$ cat config.mk
export PLATFORM = sky130hd
export DESIGN_NAME = mstep_seq
export DESIGN_NICKNAME = d
export VERILOG_FILES = /design/src/rtl/mstep_pkg.sv /design/src/rtl/mstep_sync_rise.sv /design/src/rtl/mstep_pos_ctr.sv /design/src/rtl/mstep_wave_lut.sv /design/src/rtl/mstep_idle_timer.sv /design/src/rtl/mstep_seq.sv
export SDC_FILE = /design/constraint.sdc
export NUM_CORES = 1
export LEC_CHECK = 0
export BUFFER_PORTS_ARGS = -buffer_cell sky130_fd_sc_hd__buf_2
export CAP_MARGIN = 30
export CORE_UTILIZATION = 44
export DETAILED_ROUTE_END_ITERATION = 10
export RECOVER_POWER = 25
export SYNTH_ARGS = -nofsm -noshare
export SYNTH_HDL_FRONTEND = slang
export SYNTH_SLANG_ARGS = --single-unit
export TNS_END_PERCENT = 5
$ cat constraint.sdc
create_clock -name clk -period 6.3 [get_ports clk]
set_clock_uncertainty 0.15 [all_clocks]
set_input_delay 0.63 -clock clk [delete_from_list [all_inputs] [get_ports clk]]
set_output_delay 0.63 -clock clk [all_outputs]
set_load 0.05 [all_outputs]
$ cat src/rtl/mstep_pkg.sv
package mstep_pkg;

   localparam int PCT_W    = 7;
   localparam int BIN_FINE = 128;
   localparam int DEC_FINE = 20;
   localparam int IDX_W    = $clog2(BIN_FINE);
   localparam int QLEN_W   = IDX_W + 1;
   localparam int BIN_IW   = $clog2(BIN_FINE + 1);
   localparam int DEC_IW   = $clog2(DEC_FINE + 1);

   typedef enum logic [2:0] {
      RES_HALF = 3'd0,
      RES_8    = 3'd1,
      RES_16   = 3'd2,
      RES_32   = 3'd3,
      RES_64   = 3'd4,
      RES_128  = 3'd5,
      RES_10   = 3'd6,
      RES_20   = 3'd7
   } res_e;

   typedef struct packed {
      logic [1:0]       quad;
      logic [IDX_W-1:0] idx;
   } pos_t;

   typedef struct packed {
      logic             neg;
      logic [PCT_W-1:0] mag;
   } coil_t;

   function automatic logic [QLEN_W-1:0] quarter_len(res_e r);
      case (r)
         RES_HALF: return QLEN_W'(2);
         RES_8:    return QLEN_W'(8);
         RES_16:   return QLEN_W'(16);
         RES_32:   return QLEN_W'(32);
         RES_64:   return QLEN_W'(64);
         RES_128:  return QLEN_W'(128);
         RES_10:   return QLEN_W'(10);
         default:  return QLEN_W'(20);
      endcase
   endfunction

   function automatic logic [2:0] fine_shift(res_e r);
      case (r)
         RES_HALF: return 3'd6;
         RES_8:    return 3'd4;
         RES_16:   return 3'd3;
         RES_32:   return 3'd2;
         RES_64:   return 3'd1;
         RES_10:   return 3'd1;
         default:  return 3'd0;
      endcase
   endfunction

   function automatic logic is_decimal(res_e r);
      return (r == RES_10) || (r == RES_20);
   endfunction

   function automatic int cos_pct(int k, int n);
      longint x;
      longint x2;
      longint term;
      longint acc;
      longint res;
      x    = (longint'(k) * 64'sd843314857) / longint'(2 * n);
      x2   = (x * x) >>> 28;
      term = 64'sd1 <<< 28;
      acc  = term;
      for (int j = 1; j <= 9; j++) begin
         term = -((term * x2) >>> 28) / longint'((2 * j - 1) * (2 * j));
         acc  = acc + term;
      end
      res = (acc * 64'sd100 + (64'sd1 <<< 27)) >>> 28;
      if (res < 0)   res = 0;
      if (res > 100) res = 100;
      return int'(res);
   endfunction

endpackage

$ cat src/rtl/mstep_sync_rise.sv
module mstep_sync_rise #(
   parameter int STAGES = 2
) (
   input  logic clk,
   input  logic rst_n,
   input  logic din,
   output logic rise
);

   if (STAGES < 2) begin : g_bad_stages
      $error("mstep_sync_rise: STAGES must be at least 2");
   end

   logic [STAGES:0] chain;

   for (genvar gs = 0; gs <= STAGES; gs++) begin : g_stage
      if (gs == 0) begin : g_first
         always_ff @(posedge clk or negedge rst_n) begin
            if (!rst_n) chain[0] <= 1'b0;
            else        chain[0] <= din;
         end
      end else begin : g_next
         always_ff @(posedge clk or negedge rst_n) begin
            if (!rst_n) chain[gs] <= 1'b0;
            else        chain[gs] <= chain[gs-1];
         end
      end
   end

   assign rise = chain[STAGES-1] & ~chain[STAGES];

endmodule

$ cat src/rtl/mstep_pos_ctr.sv
module mstep_pos_ctr
   import mstep_pkg::*;
(
   input  logic clk,
   input  logic rst_n,
   input  logic hold,
   input  logic adv,
   input  logic dir_ccw,
   input  res_e res_in,
   output pos_t pos,
   output res_e res_q
);

   logic [QLEN_W-1:0] qlen;
   logic [IDX_W-1:0]  last;

   assign qlen = quarter_len(res_q);
   assign last = IDX_W'(qlen - QLEN_W'(1));

   always_ff @(posedge clk or negedge rst_n) begin
      if (!rst_n) begin
         pos   <= '0;
         res_q <= RES_HALF;
      end else if (hold) begin
         pos   <= '0;
         res_q <= res_in;
      end else if (adv) begin
         if (!dir_ccw) begin
            if (pos.idx == last) begin
               pos.idx  <= '0;
               pos.quad <= pos.quad + 2'd1;
            end else begin
               pos.idx  <= pos.idx + IDX_W'(1);
            end
         end else begin
            if (pos.idx == '0) begin
               pos.idx  <= last;
               pos.quad <= pos.quad - 2'd1;
            end else begin
               pos.idx  <= pos.idx - IDX_W'(1);
            end
         end
      end
   end

endmodule

$ cat src/rtl/mstep_wave_lut.sv
module mstep_wave_lut
   import mstep_pkg::*;
(
   input  pos_t  pos,
   input  res_e  res,
   output coil_t coil_a,
   output coil_t coil_b
);

   logic [PCT_W-1:0] bin_rom [BIN_FINE+1];
   logic [PCT_W-1:0] dec_rom [DEC_FINE+1];

   for (genvar gb = 0; gb <= BIN_FINE; gb++) begin : g_bin
      assign bin_rom[gb] = PCT_W'(cos_pct(gb, BIN_FINE));
   end

   for (genvar gd = 0; gd <= DEC_FINE; gd++) begin : g_dec
      assign dec_rom[gd] = PCT_W'(cos_pct(gd, DEC_FINE));
   end

   logic [QLEN_W-1:0] qlen;
   logic [QLEN_W-1:0] k_near;
   logic [QLEN_W-1:0] k_far;
   logic [QLEN_W-1:0] fine_near;
   logic [QLEN_W-1:0] fine_far;
   logic [PCT_W-1:0]  v_near;
   logic [PCT_W-1:0]  v_far;
   coil_t             raw_a;
   coil_t             raw_b;

   always_comb begin
      qlen      = quarter_len(res);
      k_near    = {1'b0, pos.idx};
      k_far     = qlen - k_near;
      fine_near = k_near << fine_shift(res);
      fine_far  = k_far  << fine_shift(res);
      if (is_decimal(res)) begin
         v_near = dec_rom[DEC_IW'(fine_near)];
         v_far  = dec_rom[DEC_IW'(fine_far)];
      end else begin
         v_near = bin_rom[BIN_IW'(fine_near)];
         v_far  = bin_rom[BIN_IW'(fine_far)];
      end
   end

   always_comb begin
      case (pos.quad)
         2'd0: begin raw_a = '{neg: 1'b0, mag: v_near}; raw_b = '{neg: 1'b0, mag: v_far};  end
         2'd1: begin raw_a = '{neg: 1'b1, mag: v_far};  raw_b = '{neg: 1'b0, mag: v_near}; end
         2'd2: begin raw_a = '{neg: 1'b1, mag: v_near}; raw_b = '{neg: 1'b1, mag: v_far};  end
         default: begin raw_a = '{neg: 1'b0, mag: v_far}; raw_b = '{neg: 1'b1, mag: v_near}; end
      endcase
      coil_a     = raw_a;
      coil_b     = raw_b;
      coil_a.neg = raw_a.neg & (raw_a.mag != '0);
      coil_b.neg = raw_b.neg & (raw_b.mag != '0);
   end

endmodule

$ cat src/rtl/mstep_idle_timer.sv
module mstep_idle_timer #(
   parameter int W = 16
) (
   input  logic         clk,
   input  logic         rst_n,
   input  logic         clr,
   input  logic         hit,
   input  logic [W-1:0] limit,
   output logic         idle
);

   logic [W-1:0] cnt;

   always_ff @(posedge clk or negedge rst_n) begin
      if (!rst_n) begin
         cnt  <= '0;
         idle <= 1'b0;
      end else if (clr || hit) begin
         cnt  <= '0;
         idle <= 1'b0;
      end else if (cnt >= limit) begin
         idle <= 1'b1;
      end else begin
         cnt  <= cnt + W'(1);
      end
   end

endmodule

$ cat src/rtl/mstep_seq.sv
module mstep_seq
   import mstep_pkg::*;
#(
   parameter int SYNC_STAGES = 2,
   parameter int IDLE_W      = 16
) (
   input  logic              clk,
   input  logic              rst_n,
   input  logic              standby_n,
   input  logic              home_rst_n,
   input  logic              out_en,
   input  logic              step_in,
   input  logic              dir_ccw,
   input  logic [2:0]        res_sel,
   input  logic [IDLE_W-1:0] idle_limit,
   output logic [PCT_W-1:0]  coil_a_mag,
   output logic              coil_a_neg,
   output logic [PCT_W-1:0]  coil_b_mag,
   output logic              coil_b_neg,
   output logic              home_n,
   output logic              idle
);

   if (IDLE_W < 1) begin : g_bad_idle
      $error("mstep_seq: IDLE_W must be at least 1");
   end

   logic  step_rise;
   logic  hold;
   pos_t  pos_q;
   res_e  res_q;
   coil_t lut_a;
   coil_t lut_b;

   assign hold = ~standby_n | ~home_rst_n;

   mstep_sync_rise #(.STAGES(SYNC_STAGES)) u_sync (
      .clk  (clk),
      .rst_n(rst_n),
      .din  (step_in),
      .rise (step_rise)
   );

   mstep_pos_ctr u_pos (
      .clk    (clk),
      .rst_n  (rst_n),
      .hold   (hold),
      .adv    (step_rise),
      .dir_ccw(dir_ccw),
      .res_in (res_e'(res_sel)),
      .pos    (pos_q),
      .res_q  (res_q)
   );

   mstep_wave_lut u_lut (
      .pos   (pos_q),
      .res   (res_q),
      .coil_a(lut_a),
      .coil_b(lut_b)
   );

   mstep_idle_timer #(.W(IDLE_W)) u_idle (
      .clk  (clk),
      .rst_n(rst_n),
      .clr  (~standby_n),
      .hit  (step_rise),
      .limit(idle_limit),
      .idle (idle)
   );

   always_ff @(posedge clk or negedge rst_n) begin
      if (!rst_n) begin
         coil_a_mag <= '0;
         coil_a_neg <= 1'b0;
         coil_b_mag <= '0;
         coil_b_neg <= 1'b0;
         home_n     <= 1'b0;
      end else begin
         if (!standby_n || !out_en) begin
            coil_a_mag <= '0;
            coil_a_neg <= 1'b0;
            coil_b_mag <= '0;
            coil_b_neg <= 1'b0;
         end else begin
            coil_a_mag <= lut_a.mag;
            coil_a_neg <= lut_a.neg;
            coil_b_mag <= lut_b.mag;
            coil_b_neg <= lut_b.neg;
         end
         home_n <= (pos_q != '0);
      end
   end

endmodule

==> metrics.md <==
| Metric | Value |
|---|---|
| Tcrit/Tclk final | 0.857 |
| Worst EP arrival | 5.47 ns |
| Setup ws final | around 0.9 ns |
| Final setup violation count | 0 |
| CTS clk-pin slew, worst paths | 0.07 ns |
| Psw | 0.830 mW |
| CTS buffer count | 5 |
| First-pass GRT wire length | 34100 um |
| Most used DFF post-synth | dfrtp_1 |
| Final hold vios | 0 |
| Leak pwr | 3.27 nW |
| H-tree levels | 2 |
| Final Core Density | 0.475 |
| CTS resizes | 0 |
| Clk pwr share | 0.181 |
| IO Port Bufs | 43 |
| Yosys warns | 0 |
| Syn Inst Count | 891 |
| Place WS | approximately 1 ns |
| Top cell type's share of synthesized area | 0.181 |
| Pre-antenna DRT Iters | 5 |
| Layout cells sized above 1 | 0.128 |
| Status | finished, violations left |
| Synth area leader | dfrtp_1 |
| Die ar. | roughly 0.016 mm2 |
| Slew headroom | -0.808 |
| Failing checks | capacitance limit, slew limit |
| Max_cap viols | 1 |
| Die Wd | 126 um |
| Worst path required time | around 6.4 ns |
| Period minus WS final | ~5.4 ns |
| TritonCTS clock tree | done |
| Largest net degree at the start of global routing | 50 |
| Vias per Instance | 6.48 |
| Post-synth EDFFs | 0 |
| Synthesis-to-layout area growth | 5.91% |
| Vias in the first global route | 6428 |
| Antenna violations before repair | 0 |
| Setup TNS Final | 0 ns |
| Slew @ Worst Pin | roughly 2.7 ns |
| Critical Path End Type | flip-flop |
| Die height | 126 um |
| P per Cell Area | 240 mW/mm2 |
| Avg Inst Size Synth | 7.62 um2 |
| Top cells by area, synth | dfrtp_1, ha_1, nand2_1 |
| Async S/R FF share, synth | 1.00 |
| Reg-to-reg endpoint | coil_b_neg |
| Hold Path Sink | u_sync.chain[1] |
| Hold depth | 0 |
| Net Count, Synth | 979 |
| Reg power frac | 0.210 |
| Worst hold path type | reg2reg |
| Worst Path Max Fanout | 22 |
| FMAX | 185 MHz |
| Hold path start | u_sync.chain[0] |
| R2R depth | 16 |
| Distinct cells, synth | 96 |
| Residual overflow from global routing | 0 |
| Average wire per cell in the routed design | roughly 19 um |
| IO Pins | 44 |
| Slack of the worst reg-to-reg path | 0.90 ns |
| Peak supply drop | 0.108 mV |
| Internal Pwr Total | 0.900 mW |
| Initial core utilization | 0.448 |
| RePlAce Congestion | 0.931 |
| Iter 0 DRT Violations | a little under 700 |
| Clock latency at the later pin of the worst-skew pair | 0.29 ns |
| Fill count | 1513 |
| WS Path Type | reg2reg |
| Post-synthesis cell area | 0.00679 mm2 |
| Unrepaired setup endpoints after global routing | no |
| Post-Route WL | 20700 um |
| Vias | 7028 |
| CTS root buf | clkbuf_16 |
| GR Util All Layers | 0.262 |
| # diodes | 0 |
| FF-to-FF Start | u_pos.res_q[2] |
| Critical Path Start Type | flip-flop |
| Core footprint | between 0.015 and 0.02 mm2 |
| Setup bufs post-CTS | 0 |
| Residual DRC | 0 |
| Sw Share | 0.479 |
| Post-CTS Hold Buffers | 0 |
| Nets | slightly below 1k |
| Logic pwr share | 0.609 |
| Cell row count | 45 |
| Clk sinks | between 40 and 50 |
| Register area share after synthesis | 0.181 |
| Seq cells post-synth | 49 |
| Clk buf depth | 2 |
| Dpl hpwl | 15100 um |
| DRT antenna net count | 0 |
| Final Slew Violations | 50 |
-- placed cells by master, fill, tap and decap left out, types with 4 or more instances in the layout --
master / n
a211o_1: 6
a211oi_1: 24
a21o_1: 19
a21oi_1: 63
a22oi_1: 6
a311oi_1: 5
a31oi_1: 21
a32o_1: 4
a32oi_1: 11
and2_1: 9
and3_1: 11
buf_2: 43
buf_4: 19
clkbuf_16: 5
dfrtp_1: 49
ha_1: 61
inv_1: 43
inv_2: 7
mux2_2: 5
mux2i_1: 14
nand2_1: 92
nand2b_1: 13
nand3_1: 21
nand3b_1: 6
nand4_1: 10
nor2_1: 77
nor2b_1: 8
nor3_1: 22
nor4_1: 7
o2111ai_1: 7
o211ai_1: 12
o21ai_0: 47
o21ai_1: 7
o221ai_1: 6
o22ai_1: 9
o311ai_1: 4
o31ai_1: 9
o32ai_1: 11
xnor2_1: 15
xor2_1: 6
-- worst max-delay path, cell delays in order, from the launching register on --
cell and delay, ns:
dfrtp_1 0.80, nand2_2 0.30, a21oi_1 0.40, ha_1 0.31, nor2b_2 0.17, o31a_4 0.32, xor2_1 0.28, o211ai_2 0.10
buf_4 0.20, nand2_1 0.58, inv_2 0.33, a22o_1 0.31, a221o_1 0.33, nand3_1 0.09, or3b_1 0.36, o221a_2 0.14
a31oi_1 0.12
-- layer usage --
layer	vias up	share of wire	global-route usage
met5	-	0	0
met4	0	0.035	0.103
met3	62	0.069	0.0217
met2	365	0.46	0.421
met1	3249	0.44	0.364
li1	3352	-	-
-- state kept, by name, summed over array words and instances, names as in the netlist --
| register | cells |
|---|---|
| coil_b_mag | 7 |
| coil_b_neg | 1 |
| coil_a_mag | 7 |
| u_pos.res_q | 3 |
| u_idle.idle | 1 |
| u_idle.cnt | 16 |
| u_sync.chain | 3 |
| u_pos.pos | 9 |
| home_n | 1 |
| coil_a_neg | 1 |
-- worst max path at each step --
stage / to / slack [ns] / from
CTS: coil_b_neg / 0.98 / u_pos.res_q[2]
global route: coil_b_neg / 0.62 / u_pos.res_q[2]
detailed placement: coil_b_neg / 0.99 / u_pos.res_q[2]
global placement: coil_b_neg / 1.12 / u_pos.res_q[2]
floorplan: coil_b_neg / 1.68 / u_pos.res_q[2]
finish: coil_b_neg / 0.90 / u_pos.res_q[2]
-- stage by stage --
stage          hold slack, ns  power (mW)  area [um2]  std cells
2_1_floorplan           0.181        1.19        6790        891
3_5_place_dp            0.187        1.40        7030       1077
3_3_place_gp            0.196        1.41        7030       1077
6_report                0.204        1.73        7190       1085
4_1_cts                 0.210        1.72        7200       1085
5_1_grt                 0.220        1.85        7190       1085
-- power groups by stage --
stage	Clock, mW	Sequential (mW)	Combinational, mW
finish	0.312	0.363	1.05
global route	0.333	0.366	1.15
CTS	0.320	0.363	1.04
detailed placement	0	0.369	1.03
global placement	0	0.369	1.04
floorplan	0	0.410	0.781
-- synthesized netlist by cell type (all sizes together), types with 7 or more instances --
library cell	number
nand4	10
and3	12
o221ai	8
o22ai	9
nor4	7
o311ai	7
mux2i	15
nor3	22
nand2	94
a21o	19
xnor2	16
nor2	77
a32oi	11
nor2b	10
clkbuf	17
o2111ai	7
inv	50
a31oi	21
a211oi	26
o31ai	9
o211ai	13
nand2b	14
dfrtp	49
nand3	22
ha	61
o32ai	12
and2	9
buf	48
o21ai	54
a21oi	64
-- cell type report --
class	instances	area (um2)	share of cell area
clock buffers	5	125	0.0174
clock inverters	3	43.8	0.00609
inverters	50	188	0.0261
multi-input cells	727	5010	0.697
flip-flops and latches	49	1230	0.170
well taps	188	235	0.0327
repair buffers	63	362	0.0503
-- kinds of logic (layout without fill, tap and decap cells) --
kind of cell,Yosys count,in the layout,synth area share
AO/OA/AOI/OAI,320,320,0.341
AND/OR/NAND/NOR,302,302,0.216
buffers and inverters,115,121,0.0812
adder cells (fa/ha/maj),62,62,0.115
flip-flops,49,49,0.181
XOR/XNOR,22,22,0.0311
multiplexers,21,21,0.0344
(Power assumes the default switching activity.)
